### src/rtl/adc_fmt_pkg.sv
// Package: shared mode encoding and code constants for the output formatter.
// Assumes: the formatter's word width matches FMT_W where these helpers are used.
package adc_fmt_pkg;

    localparam int FMT_W = 14;

    // Test-mode selection; the encoding is visible at the block's port.
    typedef enum logic [1:0] {
        MODE_LIVE   = 2'b00,
        MODE_ZEROS  = 2'b01,
        MODE_ONES   = 2'b10,
        MODE_TOGGLE = 2'b11
    } test_mode_e;

endpackage

### src/rtl/fmt_toggle_gen.sv
// Module: fmt_toggle_gen
// Produces the toggle test pattern: every bit inverts on every clock.
// Assumes: the pattern runs freely from reset, whatever mode is selected, so
// the phase depends only on the number of edges since reset.
module fmt_toggle_gen #(
    parameter int W = 14
) (
    input  logic         clk,
    input  logic         rst_n,
    output logic [W-1:0] pattern
);

    logic phase_q;

    // Free-running phase bit, cleared by reset.
    always_ff @(posedge clk) begin
        if (!rst_n) phase_q <= 1'b0;
        else        phase_q <= ~phase_q;
    end

    // Replicate the phase bit across the word.
    assign pattern = {W{phase_q}};


    toggle_flip_chk: assert property (@(posedge clk) disable iff (!rst_n)
        rst_n |=> (pattern == ~$past(pattern)));

endmodule

### src/rtl/fmt_code_map.sv
// Module: fmt_code_map
// Combinational core: chooses the offset-binary word (live sample, saturation
// code or test pattern), flags full-scale limits, then applies format conversion.
// Assumes: the high overdrive flag has priority over the low one; the limit flag
// is reported only for live data.
module fmt_code_map
    import adc_fmt_pkg::*;
#(
    parameter int W = 14
) (
    input  logic [W-1:0] raw,
    input  logic         sat_hi,
    input  logic         sat_lo,
    input  logic         twos,
    input  logic [1:0]   mode,
    input  logic [W-1:0] toggle_pat,
    output logic [W-1:0] word,
    output logic         at_limit
);

    localparam logic [W-1:0] CODE_TOP = {W{1'b1}};
    localparam logic [W-1:0] CODE_BOT = {W{1'b0}};
    localparam logic [W-1:0] SIGN_BIT = {1'b1, {(W-1){1'b0}}};

    test_mode_e   mode_e;
    logic [W-1:0] ob_word;

    assign mode_e = test_mode_e'(mode);

    // Select the word in offset binary according to mode and overdrive.
    always_comb begin
        unique case (mode_e)
            MODE_ZEROS:  ob_word = CODE_BOT;
            MODE_ONES:   ob_word = CODE_TOP;
            MODE_TOGGLE: ob_word = toggle_pat;
            default: begin
                if (sat_hi)      ob_word = CODE_TOP;
                else if (sat_lo) ob_word = CODE_BOT;
                else             ob_word = raw;
            end
        endcase
    end

    // Over-range flag: live data only, saturated or raw at either limit.
    always_comb begin
        if (mode_e == MODE_LIVE)
            at_limit = sat_hi | sat_lo | (raw == CODE_TOP) | (raw == CODE_BOT);
        else
            at_limit = 1'b0;
    end

    // Format conversion: two's complement flips only the most significant bit.
    always_comb begin
        word = twos ? (ob_word ^ SIGN_BIT) : ob_word;
    end

endmodule

### src/rtl/fmt_out_stage.sv
// Module: fmt_out_stage
// Output register for word, over-range bit and pad drive enable.
// Assumes: a synchronous reset clears every output; the drive enable follows the
// output-enable and power-down inputs with the same one-cycle latency as data.
module fmt_out_stage #(
    parameter int W = 14
) (
    input  logic         clk,
    input  logic         rst_n,
    input  logic [W-1:0] word_d,
    input  logic         limit_d,
    input  logic         oe,
    input  logic         pd,
    output logic [W-1:0] word_q,
    output logic         limit_q,
    output logic         drive_q
);

    // Capture the formatted word and its limit flag.
    always_ff @(posedge clk) begin
        if (!rst_n) begin
            word_q  <= '0;
            limit_q <= 1'b0;
        end else begin
            word_q  <= word_d;
            limit_q <= limit_d;
        end
    end

    // Pad drive: enabled only when output enable is set and power-down is clear.
    always_ff @(posedge clk) begin
        if (!rst_n) drive_q <= 1'b0;
        else        drive_q <= oe & ~pd;
    end


    pd_release_chk: assert property (@(posedge clk) disable iff (!rst_n)
        pd |=> !drive_q);


    oe_release_chk: assert property (@(posedge clk) disable iff (!rst_n)
        !oe |=> !drive_q);


    word_latency_chk: assert property (@(posedge clk) disable iff (!rst_n)
        rst_n |=> (word_q == $past(word_d)));

endmodule

### src/rtl/adc_out_formatter.sv
// Module: adc_out_formatter (top)
// Formats raw offset-binary samples for the parallel output: saturation on
// overdrive, test patterns, optional two's complement and pad drive gating.
// Assumes: one register stage from every input to every output; the pads that
// turn data_drive into high impedance are outside this block.
module adc_out_formatter
    import adc_fmt_pkg::*;
#(
    parameter int W = FMT_W
) (
    input  logic         clk,
    input  logic         rst_n,
    input  logic [W-1:0] raw_sample,
    input  logic         ovr_hi,
    input  logic         ovr_lo,
    input  logic         twos_fmt,
    input  logic [1:0]   test_mode,
    input  logic         out_en,
    input  logic         pwr_down,
    output logic [W-1:0] data_word,
    output logic         ovr_flag,
    output logic         data_drive
);

    localparam logic [W-1:0] TOP_OB = {W{1'b1}};
    localparam logic [W-1:0] TOP_TC = {1'b0, {(W-1){1'b1}}};
    localparam logic [W-1:0] BOT_TC = {1'b1, {(W-1){1'b0}}};

    logic [W-1:0] toggle_pat;
    logic [W-1:0] fmt_word;
    logic         fmt_limit;

    fmt_toggle_gen #(.W(W)) u_toggle (
        .clk     (clk),
        .rst_n   (rst_n),
        .pattern (toggle_pat)
    );

    fmt_code_map #(.W(W)) u_map (
        .raw        (raw_sample),
        .sat_hi     (ovr_hi),
        .sat_lo     (ovr_lo),
        .twos       (twos_fmt),
        .mode       (test_mode),
        .toggle_pat (toggle_pat),
        .word       (fmt_word),
        .at_limit   (fmt_limit)
    );

    fmt_out_stage #(.W(W)) u_out (
        .clk     (clk),
        .rst_n   (rst_n),
        .word_d  (fmt_word),
        .limit_d (fmt_limit),
        .oe      (out_en),
        .pd      (pwr_down),
        .word_q  (data_word),
        .limit_q (ovr_flag),
        .drive_q (data_drive)
    );


    sat_hi_ob_chk: assert property (@(posedge clk) disable iff (!rst_n)
        (test_mode == MODE_LIVE && ovr_hi && !twos_fmt) |=> (data_word == TOP_OB));


    sat_hi_tc_chk: assert property (@(posedge clk) disable iff (!rst_n)
        (test_mode == MODE_LIVE && ovr_hi && twos_fmt) |=> (data_word == TOP_TC));


    sat_lo_tc_chk: assert property (@(posedge clk) disable iff (!rst_n)
        (test_mode == MODE_LIVE && ovr_lo && !ovr_hi && twos_fmt) |=> (data_word == BOT_TC));


    live_tc_chk: assert property (@(posedge clk) disable iff (!rst_n)
        (test_mode == MODE_LIVE && !ovr_hi && !ovr_lo && twos_fmt)
        |=> (data_word == ($past(raw_sample) ^ BOT_TC)));


    test_no_ovr_chk: assert property (@(posedge clk) disable iff (!rst_n)
        (test_mode != MODE_LIVE) |=> !ovr_flag);


    ones_mode_chk: assert property (@(posedge clk) disable iff (!rst_n)
        (test_mode == MODE_ONES) |=> (data_word == (twos_fmt ? TOP_TC : TOP_OB)) || $past(twos_fmt) != twos_fmt);

endmodule

### config.mk
export PLATFORM = sky130hd
export DESIGN_NAME = adc_out_formatter
export DESIGN_NICKNAME = d
export VERILOG_FILES = /design/src/rtl/adc_fmt_pkg.sv /design/src/rtl/fmt_toggle_gen.sv /design/src/rtl/fmt_code_map.sv /design/src/rtl/fmt_out_stage.sv /design/src/rtl/adc_out_formatter.sv
export SDC_FILE = /design/constraint.sdc
export NUM_CORES = 1
export LEC_CHECK = 0
export BUFFER_PORTS_ARGS = -buffer_cell sky130_fd_sc_hd__buf_2
export CORE_MARGIN = 8
export CORE_UTILIZATION = 25
export CTS_CLUSTER_SIZE = 25
export DETAILED_ROUTE_END_ITERATION = 7
export PLACE_DENSITY_LB_ADDON = 0.3
export SYNTH_ARGS = -nofsm -noshare
export SYNTH_HDL_FRONTEND = slang
export SYNTH_HIERARCHICAL = 1
export SYNTH_SLANG_ARGS = --single-unit
export TNS_END_PERCENT = 20
### constraint.sdc
create_clock -name clk -period 1.37 [get_ports clk]
set_input_delay 0.2055 -clock clk [delete_from_list [all_inputs] [get_ports clk]]
set_output_delay 0.2055 -clock clk [all_outputs]
set_load 0.01 [all_outputs]
* Word-level counts from Yosys, hierarchy flattened
Cells that the tools add are included.
** Word-level totals
- Register bits :: 17
- Output and inout bits :: 16
- Word-level logic and storage cells :: 22
** Operators by class
- Equal/unequal tests :: 4
- Mux-type cells :: 4
- Bitwise operators :: 7
- Reductions and logical operators :: 3
** Operator list (number)
- two-way mux 14 bit :: 3
- one-hot mux 14 bit (3 select lines) :: 1
- equality test 14 bit (second input constant) :: 1
- logical NOT 14 bit :: 1
- equality test 2 bit (second input constant) :: 2
- NOT 1 bit :: 3
- OR 1 bit :: 3
- equality test 2 x 1 -> 1 bit (second input constant) :: 1
- logical NOT 2 bit :: 1
- AND reduction 2 bit :: 1
- bitwise AND 1 bit :: 1

* Longest topological paths before layout
- Word-level depth :: 5
- Mapped depth :: 5

* Hierarchy
The synthesis kept the hierarchy.
** By module, submodules not included
- fmt_out_stage :: instances 1, cells each 33, area each 449.2 µm²
- fmt_code_map :: instances 1, cells each 62, area each 322.8 µm²
- fmt_toggle_gen :: instances 1, cells each 16, area each 138.9 µm²

* Least setup slack after synthesis
OpenSTA, ideal clock, no wires.
- Path kind :: reg-to-reg
- From :: reg u_toggle.phase_q
- To :: reg u_out.word_q[13]
- Library setup time :: 116 ps
- Arrival time :: 1128 ps
- Data required time :: 1254 ps
- Setup slack :: 126 ps
- Stages on the path, launching flop included :: 6
- Buffers on the path :: 1
- Cells stage by stage :: dfxtp_1 > buf_4 > o21ai_0 > o21ai_0 > xor2_1 > and2_2
** On the way
- Word-level cells in the longest chain between the ends :: 3
** Ends and longest elaborated chain
- from (decl) :: line fmt_toggle_gen.sv:13 : logic phase_q;
- from (signal assigned) :: line fmt_toggle_gen.sv:18 : else phase_q <= ~phase_q;
- one-hot mux 14 bit (3 select lines) * :: line fmt_code_map.sv:32 : unique case (mode_e)
- NOT 1 bit (no line)
- two-way mux 14 bit * :: line fmt_code_map.sv:54 : word = twos ? (ob_word ^ SIGN_BIT) : ob_word;
- net fmt_word[13] :: line adc_out_formatter.sv:30 : logic [W-1:0] fmt_word;
- to (signal assigned) :: line fmt_out_stage.sv:25 : word_q <= word_d;
- to (decl) :: line fmt_out_stage.sv:14 : output logic [W-1:0] word_q,
Mark *: on every way through the listed nets, which the timed path passes. The rest lies on a longest branch.
A chain may end at the register's enable or synchronous reset.

* Final worst setup path
Ends and elaborated chain as after synthesis.

==> impl_metrics.csv <==
group,metric,value,unit
status,outcome,"completed",
sta,slew_violations,0,
yosys,yosys-top-cells-area,"dfxtp_1 37%, o21ai_0 15%, buf_4 12%",
yosys,synthCells,111,
finish,mostFrequentLayoutCells,"38 x buf_2, 27 x o21ai_0, 17 x dfxtp_1",
worst_hold_path,hold_path_class,"input port to flop",
finish,final_core_util,30.21,%
route,met1_length,969,um
yosys,yosys.area.top_type,"dfxtp_1",
power_and_ir_drop,peakVddDrop,241.7,uV
placement,place_area,1054,sq um
sta,hold_viol_final,0,
global_routing,grt_pass1_vias,866,
route,dr.first_iter.drc_count,67,
placement,place_congestion,0.8219,
setup_path,r2r_end,"u_out/word_q[13]$_SDFF_PN0_",
sta,tightest_slew,340.1,ps
route,top_layer,"met4",
yosys,synthDistinctLibCells,20,
setup_path,r2r-start,"u_toggle/phase_q$_SDFF_PN0_",
setup_path,reg2reg_slack,270,ps
yosys,synth_nets,134,
route,wl_met3,111,um
cts,cts_tree,"yes",
setup_path,crit_type,"flop to flop",
global_routing,overflow,0,
cts,cts_made_buffers,3,
cts,cts.clk_slew.worst_paths,100,ps
route,met2_length,1105,um
route,via_count,821,
global_routing,grtUsageTotal,7.921,%
power_and_ir_drop,report.power.total,1.024,mW
cts,cts_buffer_depth,2,
cts,htree_levels,1,
finish,n_antenna_cell,0,
finish,design_area,1081,sq um
route,drc_errors,0,
sta,hold_slack,172.8,ps
sta,skew,7.146,ps
sta,relSlewSlack,77.12,%
die,chipWidth,76.36,um
finish,drive_above_1_share,43.80,%
finish,layout_commonest_cell,"buf_2",
sta,min_period,1097,ps
sta,fin_tns_setup,0,ps
cts,clock-sinks,17,
sta,fmax,0.9115,GHz
sta,rsz0062_at_grt,"no",
cts,post_cts_resized,0,
die,fp-row-count,22,
die,io-pin-count,39,
yosys,netlist.area_leader.share,37.36,%
setup_path,required,1560,ps
yosys,postSynthAreaPerCell,8.206,sq um
route,wire_per_inst,12.00,um
finish,area_growth,18.68,%
setup_path,cp.arrival,1290,ps
die,core,3578,sq um
worst_hold_path,worstHoldStart,"out_en",
setup_path,crit_path_max_fanout,9,
yosys,synth-seq-cells,17,
sta,setup_violations,0,
global_routing,grt_max_degree,18,
die,die_h,76.36,um
route,totalWireLength,2220,um
cts,clk_latency,290,ps
route,viasPerCell,4.438,
cts,cts_root_buffer,"clkbuf_4",
yosys,ys_seq_area_share,37.36,%
power_and_ir_drop,p_leak,0.4831,nW
cts,post_cts_buffers,0,
setup_path,reg2regPathDepth,4,
die,die-area,5831,sq um
global_routing,grt_pass1_wl,3884,um
yosys,ys_warn_count,6,
placement,port_buffers,38,
route,drtPass1Iterations,5,
worst_hold_path,hold_end,"u_out/drive_q$_SDFF_PN0_",
placement,post-dp-hpwl,1797,um
sta,fin_crit_sh,80.08,%
setup_path,end_kind,"flop",
power_and_ir_drop,cellPowerDensity,946.8,nW/um^2
finish,fillers,404,
setup_path,startpoint_type,"flop",
worst_hold_path,hold_depth,2,
route,ant_nets,0,
die,start_util,25.45,%
job,cap_violations,0,
global_routing,antenna_found_initial,0,
finish,final_nets,161,
cts,cts_hold_repair.buffers,0,
yosys,syn_area,910.9,sq um
[sequential cells by signal, summed over array words and instances, names as in the netlist]
signal	count
u_toggle/phase_q	1
u_out/word_q	14
u_out/drive_q	1
u_out/limit_q	1
[cell usage after synthesis (all sizes together)]
| cell type | count |
|---|---|
| nand2 | 1 |
| xor2 | 1 |
| clkbuf | 3 |
| nor2 | 1 |
| and3b | 1 |
| nand4 | 4 |
| o21ai | 28 |
| a211oi | 1 |
| nor4 | 4 |
| inv | 2 |
| buf | 17 |
| nor2b | 1 |
| nor3 | 1 |
| and2 | 15 |
| dfxtp | 17 |
| a21oi | 14 |
[how the worst max path moves through the flow]
stage	slack (ps)	start	endpoint	depth (start not counted)
2_1_floorplan	130	u_toggle/phase_q$_SDFF_PN0_	u_out/word_q[13]$_SDFF_PN0_	5
3_3_place_gp	110	raw_sample[3]	u_out/limit_q$_SDFF_PN0_	5
3_5_place_dp	110	raw_sample[3]	u_out/limit_q$_SDFF_PN0_	5
4_1_cts	250	u_toggle/phase_q$_SDFF_PN0_	u_out/word_q[4]$_SDFF_PN0_	4
5_1_grt	160	u_toggle/phase_q$_SDFF_PN0_	u_out/word_q[13]$_SDFF_PN0_	4
6_report	270	u_toggle/phase_q$_SDFF_PN0_	u_out/word_q[13]$_SDFF_PN0_	4
[logic make-up after synthesis]
logic type / share of synthesized area, %
AO/OA/AOI/OAI: 24.45
XOR/XNOR: 0.9617
AND/OR/NAND/NOR: 21.29
buffers and inverters: 15.93
flip-flops: 37.36
[where the power goes]
part	total (mW)	internal, mW	switching [mW]
registers	0.539	0.530	0.00970
logic	0.220	0.103	0.117
clock network	0.264	0.108	0.156
total	1.02	0.741	0.283
[worst max-delay path, cell delays in order, from the launching register on]
cell     delay (ps)
dfxtp_1         380
o21ai_0         170
o21ai_0         120
xor2_1          150
and2_2          190
[area by class of cell]
cell class / instances / area, sq um / share of cell area (%)
clock buffers: 3 / 22.52 / 2.083
clock inverters: 1 / 5.005 / 0.4630
inverters: 2 / 7.507 / 0.6944
multi-input cells: 72 / 425.4 / 39.35
flip-flops and latches: 17 / 340.3 / 31.48
well taps: 48 / 60.06 / 5.556
repair buffers: 42 / 220.2 / 20.37
[per-layer routing]
layer,global-route usage (%),up-vias
met5,0,-
met4,5.577,0
met3,1.887,2
met2,13.80,28
met1,8.162,365
li1,-,426
[per-stage QoR]
stage | std cells | setup slack (ps)
finish | 185 | 272.9
floorplan | 111 | 126.4
CTS | 185 | 251.1
global placement | 181 | 105.2
detailed placement | 181 | 105.5
global route | 185 | 164.5
Note: power is estimated with default switching activity, not from simulation.
